## config.mk

```make
export PLATFORM = sky130hd
export DESIGN_NAME = bfc_core
export DESIGN_NICKNAME = d
export VERILOG_FILES = /design/src/rtl/bfc_pkg.sv /design/src/rtl/bfc_rom.sv /design/src/rtl/bfc_tape.sv /design/src/rtl/bfc_ctrl.sv /design/src/rtl/bfc_core.sv
export SDC_FILE = /design/constraint.sdc
export NUM_CORES = 1
export LEC_CHECK = 0
export CELL_PAD_IN_SITES_DETAIL_PLACEMENT = 1
export CELL_PAD_IN_SITES_GLOBAL_PLACEMENT = 1
export CORE_MARGIN = 4
export CORE_UTILIZATION = 47
export DETAILED_ROUTE_END_ITERATION = 7
export GPL_ROUTABILITY_DRIVEN = 0
export PLACE_DENSITY_LB_ADDON = 0.2
export SKIP_CTS_REPAIR_TIMING = 1
export SLEW_MARGIN = 10
export SYNTH_ARGS = -nofsm -noshare
export SYNTH_HDL_FRONTEND = slang
export SYNTH_SLANG_ARGS = --single-unit
```

## constraint.sdc

```tcl
create_clock -name clk_i -period 3.1 [get_ports clk_i]
set_input_delay 0.62 -clock clk_i [delete_from_list [all_inputs] [get_ports clk_i]]
set_output_delay 0.62 -clock clk_i [all_outputs]
set_load 0.03 [all_outputs]
```

## src/rtl/bfc_pkg.sv

```systemverilog
package bfc_pkg;
  localparam int OP_W  = 3;
  localparam int ARG_W = 5;
  localparam int IW    = OP_W + ARG_W;

  typedef enum logic [OP_W-1:0] {
    OP_RIGHT = 3'd0,
    OP_LEFT  = 3'd1,
    OP_ADD   = 3'd2,
    OP_SUB   = 3'd3,
    OP_OUT   = 3'd4,
    OP_IN    = 3'd5,
    OP_JZ    = 3'd6,
    OP_JNZ   = 3'd7
  } op_e;

  typedef struct packed {
    op_e              op;
    logic [ARG_W-1:0] arg;
  } instr_t;

  typedef enum logic [3:0] {
    S_IDLE, S_FETCH, S_FWAIT, S_DECODE, S_MWAIT, S_EXEC,
    S_WRITE, S_TXW, S_RXW, S_JUMP, S_HALTED
  } state_e;
endpackage

```

## src/rtl/bfc_rom.sv

```systemverilog
module bfc_rom #(
  parameter int PC_W = 4,
  parameter int IW   = 8
) (
  input  logic            clk_i,
  input  logic            rst_ni,
  input  logic [PC_W-1:0] addr_i,
  output logic [IW-1:0]   data_o
);
  function automatic logic [IW-1:0] prog(input logic [PC_W-1:0] a);
    case (int'(a))
      0:       prog = IW'(8'hA0); // in
      1:       prog = IW'(8'h01); // right 1
      2:       prog = IW'(8'h4A); // add 10
      3:       prog = IW'(8'h21); // left 1
      4:       prog = IW'(8'hC6); // jz +6
      5:       prog = IW'(8'h6F); // sub 15
      6:       prog = IW'(8'h6F); // sub 15
      7:       prog = IW'(8'h62); // sub 2
      8:       prog = IW'(8'h80); // out
      9:       prog = IW'(8'hA0); // in
      10:      prog = IW'(8'hFA); // jnz -6
      11:      prog = IW'(8'h01); // right 1
      12:      prog = IW'(8'h80); // out
      default: prog = '0;         // halt
    endcase
  endfunction

  always_ff @(posedge clk_i or negedge rst_ni) begin
    if (!rst_ni) data_o <= '0;
    else         data_o <= prog(addr_i);
  end
endmodule

```

## src/rtl/bfc_tape.sv

```systemverilog
module bfc_tape #(
  parameter int DATA_W = 8,
  parameter int AW     = 3
) (
  input  logic              clk_i,
  input  logic              rst_ni,
  input  logic              clr_i,
  input  logic              we_i,
  input  logic [AW-1:0]     addr_i,
  input  logic [DATA_W-1:0] wdata_i,
  output logic [DATA_W-1:0] rdata_o
);
  localparam int DEPTH = 1 << AW;

  logic [DATA_W-1:0] mem_q [DEPTH];

  for (genvar g = 0; g < DEPTH; g++) begin : g_cell
    always_ff @(posedge clk_i or negedge rst_ni) begin
      if (!rst_ni)                          mem_q[g] <= '0;
      else if (clr_i)                       mem_q[g] <= '0;
      else if (we_i && addr_i == AW'(g))    mem_q[g] <= wdata_i;
    end
  end

  // read-before-write, one cycle latency
  always_ff @(posedge clk_i or negedge rst_ni) begin
    if (!rst_ni) rdata_o <= '0;
    else         rdata_o <= mem_q[addr_i];
  end
endmodule

```

## src/rtl/bfc_ctrl.sv

```systemverilog
module bfc_ctrl
  import bfc_pkg::*;
#(
  parameter int DATA_W = 8,
  parameter int PC_W   = 4,
  parameter int DP_W   = 3
) (
  input  logic              clk_i,
  input  logic              rst_ni,
  input  logic              start_i,
  input  logic              halt_i,
  input  logic [IW-1:0]     rom_i,
  input  logic [DATA_W-1:0] cell_i,
  input  logic              tx_ready_i,
  input  logic              rx_valid_i,
  input  logic [DATA_W-1:0] rx_data_i,
  output logic [PC_W-1:0]   pc_o,
  output logic [DP_W-1:0]   dp_o,
  output logic              clr_o,
  output logic              we_o,
  output logic [DATA_W-1:0] wdata_o,
  output logic              tx_valid_o,
  output logic              rx_ack_o,
  output logic              busy_o
);
  state_e            state_q;
  instr_t            ir_q;
  logic [DATA_W-1:0] alu_q;
  logic [PC_W-1:0]   pc_off;
  logic [DP_W-1:0]   dp_off;
  logic [DATA_W-1:0] amt;
  logic              taken;
  logic              stopped;

  assign pc_off  = PC_W'($signed(ir_q.arg));
  assign dp_off  = DP_W'($signed(ir_q.arg));
  assign amt     = DATA_W'(ir_q.arg);
  assign taken   = (ir_q.op == OP_JZ) ? (cell_i == '0) : (cell_i != '0);
  assign stopped = (state_q == S_IDLE) || (state_q == S_HALTED);

  always_ff @(posedge clk_i or negedge rst_ni) begin
    if (!rst_ni) begin
      state_q <= S_IDLE;
      pc_o    <= '0;
      dp_o    <= '0;
      ir_q    <= '0;
      alu_q   <= '0;
    end else if (halt_i) begin
      state_q <= S_IDLE;
    end else begin
      case (state_q)
        S_IDLE, S_HALTED: if (start_i) begin
          pc_o    <= '0;
          dp_o    <= '0;
          state_q <= S_FETCH;
        end
        S_FETCH: state_q <= S_FWAIT;
        S_FWAIT: begin
          ir_q    <= instr_t'(rom_i);
          state_q <= S_DECODE;
        end
        S_DECODE: begin
          if (ir_q == '0) begin
            state_q <= S_HALTED;
          end else if (ir_q.op == OP_RIGHT) begin
            dp_o    <= dp_o + dp_off;
            pc_o    <= pc_o + PC_W'(1);
            state_q <= S_FETCH;
          end else if (ir_q.op == OP_LEFT) begin
            dp_o    <= dp_o - dp_off;
            pc_o    <= pc_o + PC_W'(1);
            state_q <= S_FETCH;
          end else begin
            state_q <= S_MWAIT;
          end
        end
        S_MWAIT: state_q <= S_EXEC;
        S_EXEC: begin
          case (ir_q.op)
            OP_ADD:  begin alu_q <= cell_i + amt; state_q <= S_WRITE; end
            OP_SUB:  begin alu_q <= cell_i - amt; state_q <= S_WRITE; end
            OP_OUT:  state_q <= S_TXW;
            OP_IN:   state_q <= S_RXW;
            default: state_q <= S_JUMP;
          endcase
        end
        S_WRITE: begin
          pc_o    <= pc_o + PC_W'(1);
          state_q <= S_FETCH;
        end
        S_TXW: if (tx_ready_i) begin
          pc_o    <= pc_o + PC_W'(1);
          state_q <= S_FETCH;
        end
        S_RXW: if (rx_valid_i) begin
          alu_q   <= rx_data_i;
          state_q <= S_WRITE;
        end
        S_JUMP: begin
          pc_o    <= taken ? pc_o + pc_off : pc_o + PC_W'(1);
          state_q <= S_FETCH;
        end
        default: state_q <= S_IDLE;
      endcase
    end
  end

  assign busy_o     = !stopped;
  assign clr_o      = stopped && start_i && !halt_i;
  assign we_o       = (state_q == S_WRITE) && !halt_i;
  assign wdata_o    = alu_q;
  assign tx_valid_o = (state_q == S_TXW) && !halt_i;
  assign rx_ack_o   = we_o && (ir_q.op == OP_IN);
endmodule

```

## src/rtl/bfc_core.sv

```systemverilog
module bfc_core
  import bfc_pkg::*;
#(
  parameter int DATA_W = 8,
  parameter int PC_W   = 4,
  parameter int DP_W   = 3
) (
  input  logic              clk_i,
  input  logic              rst_ni,
  input  logic              start_i,
  input  logic              halt_i,
  input  logic              tx_ready_i,
  input  logic              rx_valid_i,
  input  logic [DATA_W-1:0] rx_data_i,
  output logic              tx_valid_o,
  output logic [DATA_W-1:0] tx_data_o,
  output logic              rx_ack_o,
  output logic              busy_o,
  output logic [PC_W-1:0]   pc_o,
  output logic [DP_W-1:0]   dp_o,
  output logic [DATA_W-1:0] cell_o
);
  logic [IW-1:0]     rom_q;
  logic [DATA_W-1:0] rd_q;
  logic [DATA_W-1:0] wdata;
  logic              we;
  logic              clr;

  bfc_rom #(.PC_W(PC_W), .IW(IW)) rom_i (
    .clk_i  (clk_i),
    .rst_ni (rst_ni),
    .addr_i (pc_o),
    .data_o (rom_q)
  );

  bfc_tape #(.DATA_W(DATA_W), .AW(DP_W)) tape_i (
    .clk_i   (clk_i),
    .rst_ni  (rst_ni),
    .clr_i   (clr),
    .we_i    (we),
    .addr_i  (dp_o),
    .wdata_i (wdata),
    .rdata_o (rd_q)
  );

  bfc_ctrl #(.DATA_W(DATA_W), .PC_W(PC_W), .DP_W(DP_W)) ctrl_i (
    .clk_i      (clk_i),
    .rst_ni     (rst_ni),
    .start_i    (start_i),
    .halt_i     (halt_i),
    .rom_i      (rom_q),
    .cell_i     (rd_q),
    .tx_ready_i (tx_ready_i),
    .rx_valid_i (rx_valid_i),
    .rx_data_i  (rx_data_i),
    .pc_o       (pc_o),
    .dp_o       (dp_o),
    .clr_o      (clr),
    .we_o       (we),
    .wdata_o    (wdata),
    .tx_valid_o (tx_valid_o),
    .rx_ack_o   (rx_ack_o),
    .busy_o     (busy_o)
  );

  assign tx_data_o = rd_q;
  assign cell_o    = rd_q;
endmodule

```

==> results of run 1 <==
## cell families (layout without fill, tap and decap cells)
kind of cell               Yosys count  after routing  share of synthesized area [%]
and+or+nand+nor                    195            195                          16.02
DFF                                105            105                          44.33
muxes                               88             88                          18.37
AOI/OAI and AO/OA                   78             78                          8.613
buffers and inverters               60             83                          4.644
adders and majority gates           25             25                          5.658
xor gates and xnor gates            16             16                          2.364
## flip-flops by register name, indices dropped and copies added, names as in the netlist
name,cells
ctrl_i.amt,5
ctrl_i.dp_o,3
ctrl_i.ir_q,2
ctrl_i.pc_o,4
ctrl_i.state_q,4
ctrl_i.wdata_o,8
rom_i.data_o,7
tape_i.mem_q,64
tape_i.rdata_o,8
## cell type report
type / instances / area share (%)
clock inverters: 5 / 0.9283
well taps: 168 / 3.119
flip-flops and latches: 105 / 38.99
repair buffers: 53 / 7.649
clock buffers: 10 / 3.398
multi-input cells: 402 / 45.08
inverters: 15 / 0.8355
## layer usage
layer	vias up	wire [µm]	track usage, %
li1	2016	-	-
met1	2254	6948	29.69
met2	67	8126	40.25
met3	23	463	4.303
met4	0	311	7.578
met5	-	0	0
## power groups by stage
stage / clock [mW] / combinational (mW) / sequential (mW)
6_report: 1.16 / 2.01 / 1.90
5_1_grt: 1.24 / 2.25 / 1.94
4_1_cts: 1.18 / 2.02 / 1.90
3_5_place_dp: 0 / 1.99 / 1.92
3_3_place_gp: 0 / 1.90 / 1.91
2_1_floorplan: 0 / 1.49 / 1.75
## placed cells by master, fill, tap and decap left out, drive strengths merged, types with 3 or more instances in the layout
cell type	synthesis	routed
a21o	5	5
a21oi	18	18
a31oi	9	9
buf	23	16
clkbuf	22	10
clkdlybuf4s50	0	37
dfrtp	105	105
fa	3	3
ha	22	22
inv	14	16
mux2	6	6
mux2i	66	66
mux4	16	16
nand2	51	51
nand2b	11	11
nand3	7	7
nand3b	5	5
nor2	84	84
nor2b	4	4
nor3	7	7
nor3b	4	4
nor4	6	6
o211ai	3	3
o21a	3	3
o21ai	18	18
o31ai	3	3
or4	3	3
xnor2	8	8
xor2	8	8
## worst max path at each step
| stage | slack, ns | to | cells after the start |
|---|---|---|---|
| global placement | 0.36 | ctrl_i.wdata_o[7]$_DFFE_PN0P_ | 10 |
| global route | 0.11 | ctrl_i.wdata_o[7]$_DFFE_PN0P_ | 10 |
| floorplan | 0.47 | rx_ack_o | 3 |
| finish | 0.34 | ctrl_i.wdata_o[7]$_DFFE_PN0P_ | 10 |
| CTS | 0.32 | ctrl_i.wdata_o[7]$_DFFE_PN0P_ | 10 |
| detailed placement | 0.28 | tape_i.mem_q[22]$_DFFE_PN0P_ | 6 |
## worst max-delay path: cells and delay by family (launching register included)
kind            cells  cell delay [ns]
compound gates      4             0.72
simple gates        2             0.65
fa+ha+maj           2             0.50
flops               1             0.48
xor+xnor            1             0.18
buf+inv             1             0.11
==> reports/metrics.yaml, run 1 <==
place:
  dpl_worst_slack_ns: 0.2777
  dp_hpwl_um: 11270
  place_area_mm2: 0.006447
  port_buffers: 39
  post-place-cells: 743
yosys:
  mappedNetlistNets: 606
  ys_warn_count: 0
  yosysTopAreaCell: "dfrtp_1"
  avgSynthCellArea_um2: 10.45
  async_flop_share_pct: 100.0
  syn_area_mm2: 0.005927
  synth.area.top_cells: "dfrtp_1, mux2i_1, mux4_2, nor2_1, ha_1"
  synth.distinct_cells: 61
  synth_edf_count: 0
  synth_top_area_share_pct: 44.33
  synthCells: 567
  ys_seq_area_share_pct: 44.33
  synth-main-ff-cell: "dfrtp_1"
  yosysMostFrequentCell: "dfrtp_1"
  ys_top_cells_by_count: "dfrtp_1, nor2_1, mux2i_1"
  synth_seq_cells: 105
flow_run:
  maxCapViolCount: 0
clock_network:
  cts_tree: "yes"
  clock_latency_ns: 0.36
  clkTransAtPathRegs_ns: 0.07
  root_buffer: "clkbuf_16"
  numCtsBuffers: 9
  htree_levels: 3
  cts.path.max_buffers: 2
  cts_sinks: 105
route:
  first_pass_iters: 4
  post_drt_wl_per_cell_um: 20.91
  routed_wl_um: 15850
  vias: 4360
  drtAntennaViolNets: 0
  drc_errors: 0
  drtIter0Drc: 211
  vias_per_cell: 5.752
floorplan:
  coreArea_mm2: 0.01216
  initial_utilization_pct: 48.73
  rows: 40
  die_w_um: 120.3
  ios: 40
  die-height_um: 120.3
  die_area_mm2: 0.01447
cells_and_area:
  n_fill_cell: 1304
  area_growth_pct: 13.70
  finalNetCount: 625
  drive_gt1_share_pct: 11.19
  n_antenna_cell: 0
  finalInstanceArea_mm2: 0.006739
  instances_no_fill: 758
  final_util_pct: 55.41
  ff_latch_area_mm2: 0.002628
  multi_input_area_mm2: 0.003038
sta:
  fmax_mhz: 361.7
  worstMarginPinSlew_ns: 0.6800
  post-route-period-util_pct: 89.19
  finalHoldViolCount: 0
  fin_crit_ns: 2.765
  maxSlewViolCount: 0
  slew_headroom_pct: 54.67
  setup_viol_count_final: 0
  setup_ws_ns: 0.3351
  tns_ns: 0
  fin_skew_ns: 0.01078
  rsz0062_at_grt: "false"
  whs_ns: 0.2872
worst_setup_path:
  rr_endpoint: "ctrl_i.wdata_o[7]$_DFFE_PN0P_"
  crit_fanout: 6
  crit_slowest_cell: "or4b_1"
  rr_worst_depth: 10
  cp-start-kind: "flop"
  worstPathArrival_ns: 3.00
  rrSetupSlack_ns: 0.34
  crit_type: "flop to flop"
  rr_startpoint: "ctrl_i.amt[0]$_DFFE_PN0P_"
  path_cells: "inv_1 -> ha_1 -> or4b_1 -> nand2_1 -> ha_1 -> a21o_1 -> a31o_2 -> a41oi_1 -> xnor2_1 -> o211ai_1"
  crit_start: "ctrl_i.amt[0]$_DFFE_PN0P_"
  worst_path_most_repeated_cell: "ha_1"
  worstPathRequired_ns: 3.33
  endpoint_kind: "flop"
  max_stage_delay_ns: 0.54
outcome:
  status: "finished, final reports clean"
power:
  power_frac_comb_pct: 39.7
  powerDensity_mw_per_mm2: 752.5
  total_power_mw: 5.071
  p_leak_nw: 3.185
  p_sw_mw: 2.065
  p_sw_share_pct: 40.72
  seqPwrFrac_pct: 37.5
  ir_drop_v: 0.0004468
  clock_power_share_pct: 22.8
  internal_power_mw: 3.006
global_route:
  antenna_found_initial: 0
  grt_overflow: 0
  grt_usage_pct: 23.30
  grt_max_degree: 65
  grt_pass1_vias: 4760
  grt_pass1_wl_um: 26130
worst_hold_path:
  worstHoldPathType: "input port to asynchronous set/reset pin"
Power figures use the tool's default switching activity.
==> run 2, diff against run 1 <==
--- a/config.mk
+++ b/config.mk
@@ -9,6 +9,7 @@
 export CELL_PAD_IN_SITES_GLOBAL_PLACEMENT = 1
 export CORE_MARGIN = 4
 export CORE_UTILIZATION = 47
+export CTS_CLUSTER_SIZE = 12
 export DETAILED_ROUTE_END_ITERATION = 7
 export GPL_ROUTABILITY_DRIVEN = 0
 export PLACE_DENSITY_LB_ADDON = 0.2
==> results of run 2 <==
The final DEF is identical to that of run 1; final timing and power are the same.
==> run 3, diff against run 2 <==
--- a/config.mk
+++ b/config.mk
@@ -11,7 +11,6 @@
 export CORE_UTILIZATION = 47
 export CTS_CLUSTER_SIZE = 12
 export DETAILED_ROUTE_END_ITERATION = 7
-export GPL_ROUTABILITY_DRIVEN = 0
 export PLACE_DENSITY_LB_ADDON = 0.2
 export SKIP_CTS_REPAIR_TIMING = 1
 export SLEW_MARGIN = 10
==> results of run 3 <==
The final DEF is identical to that of run 1; final timing and power are the same.
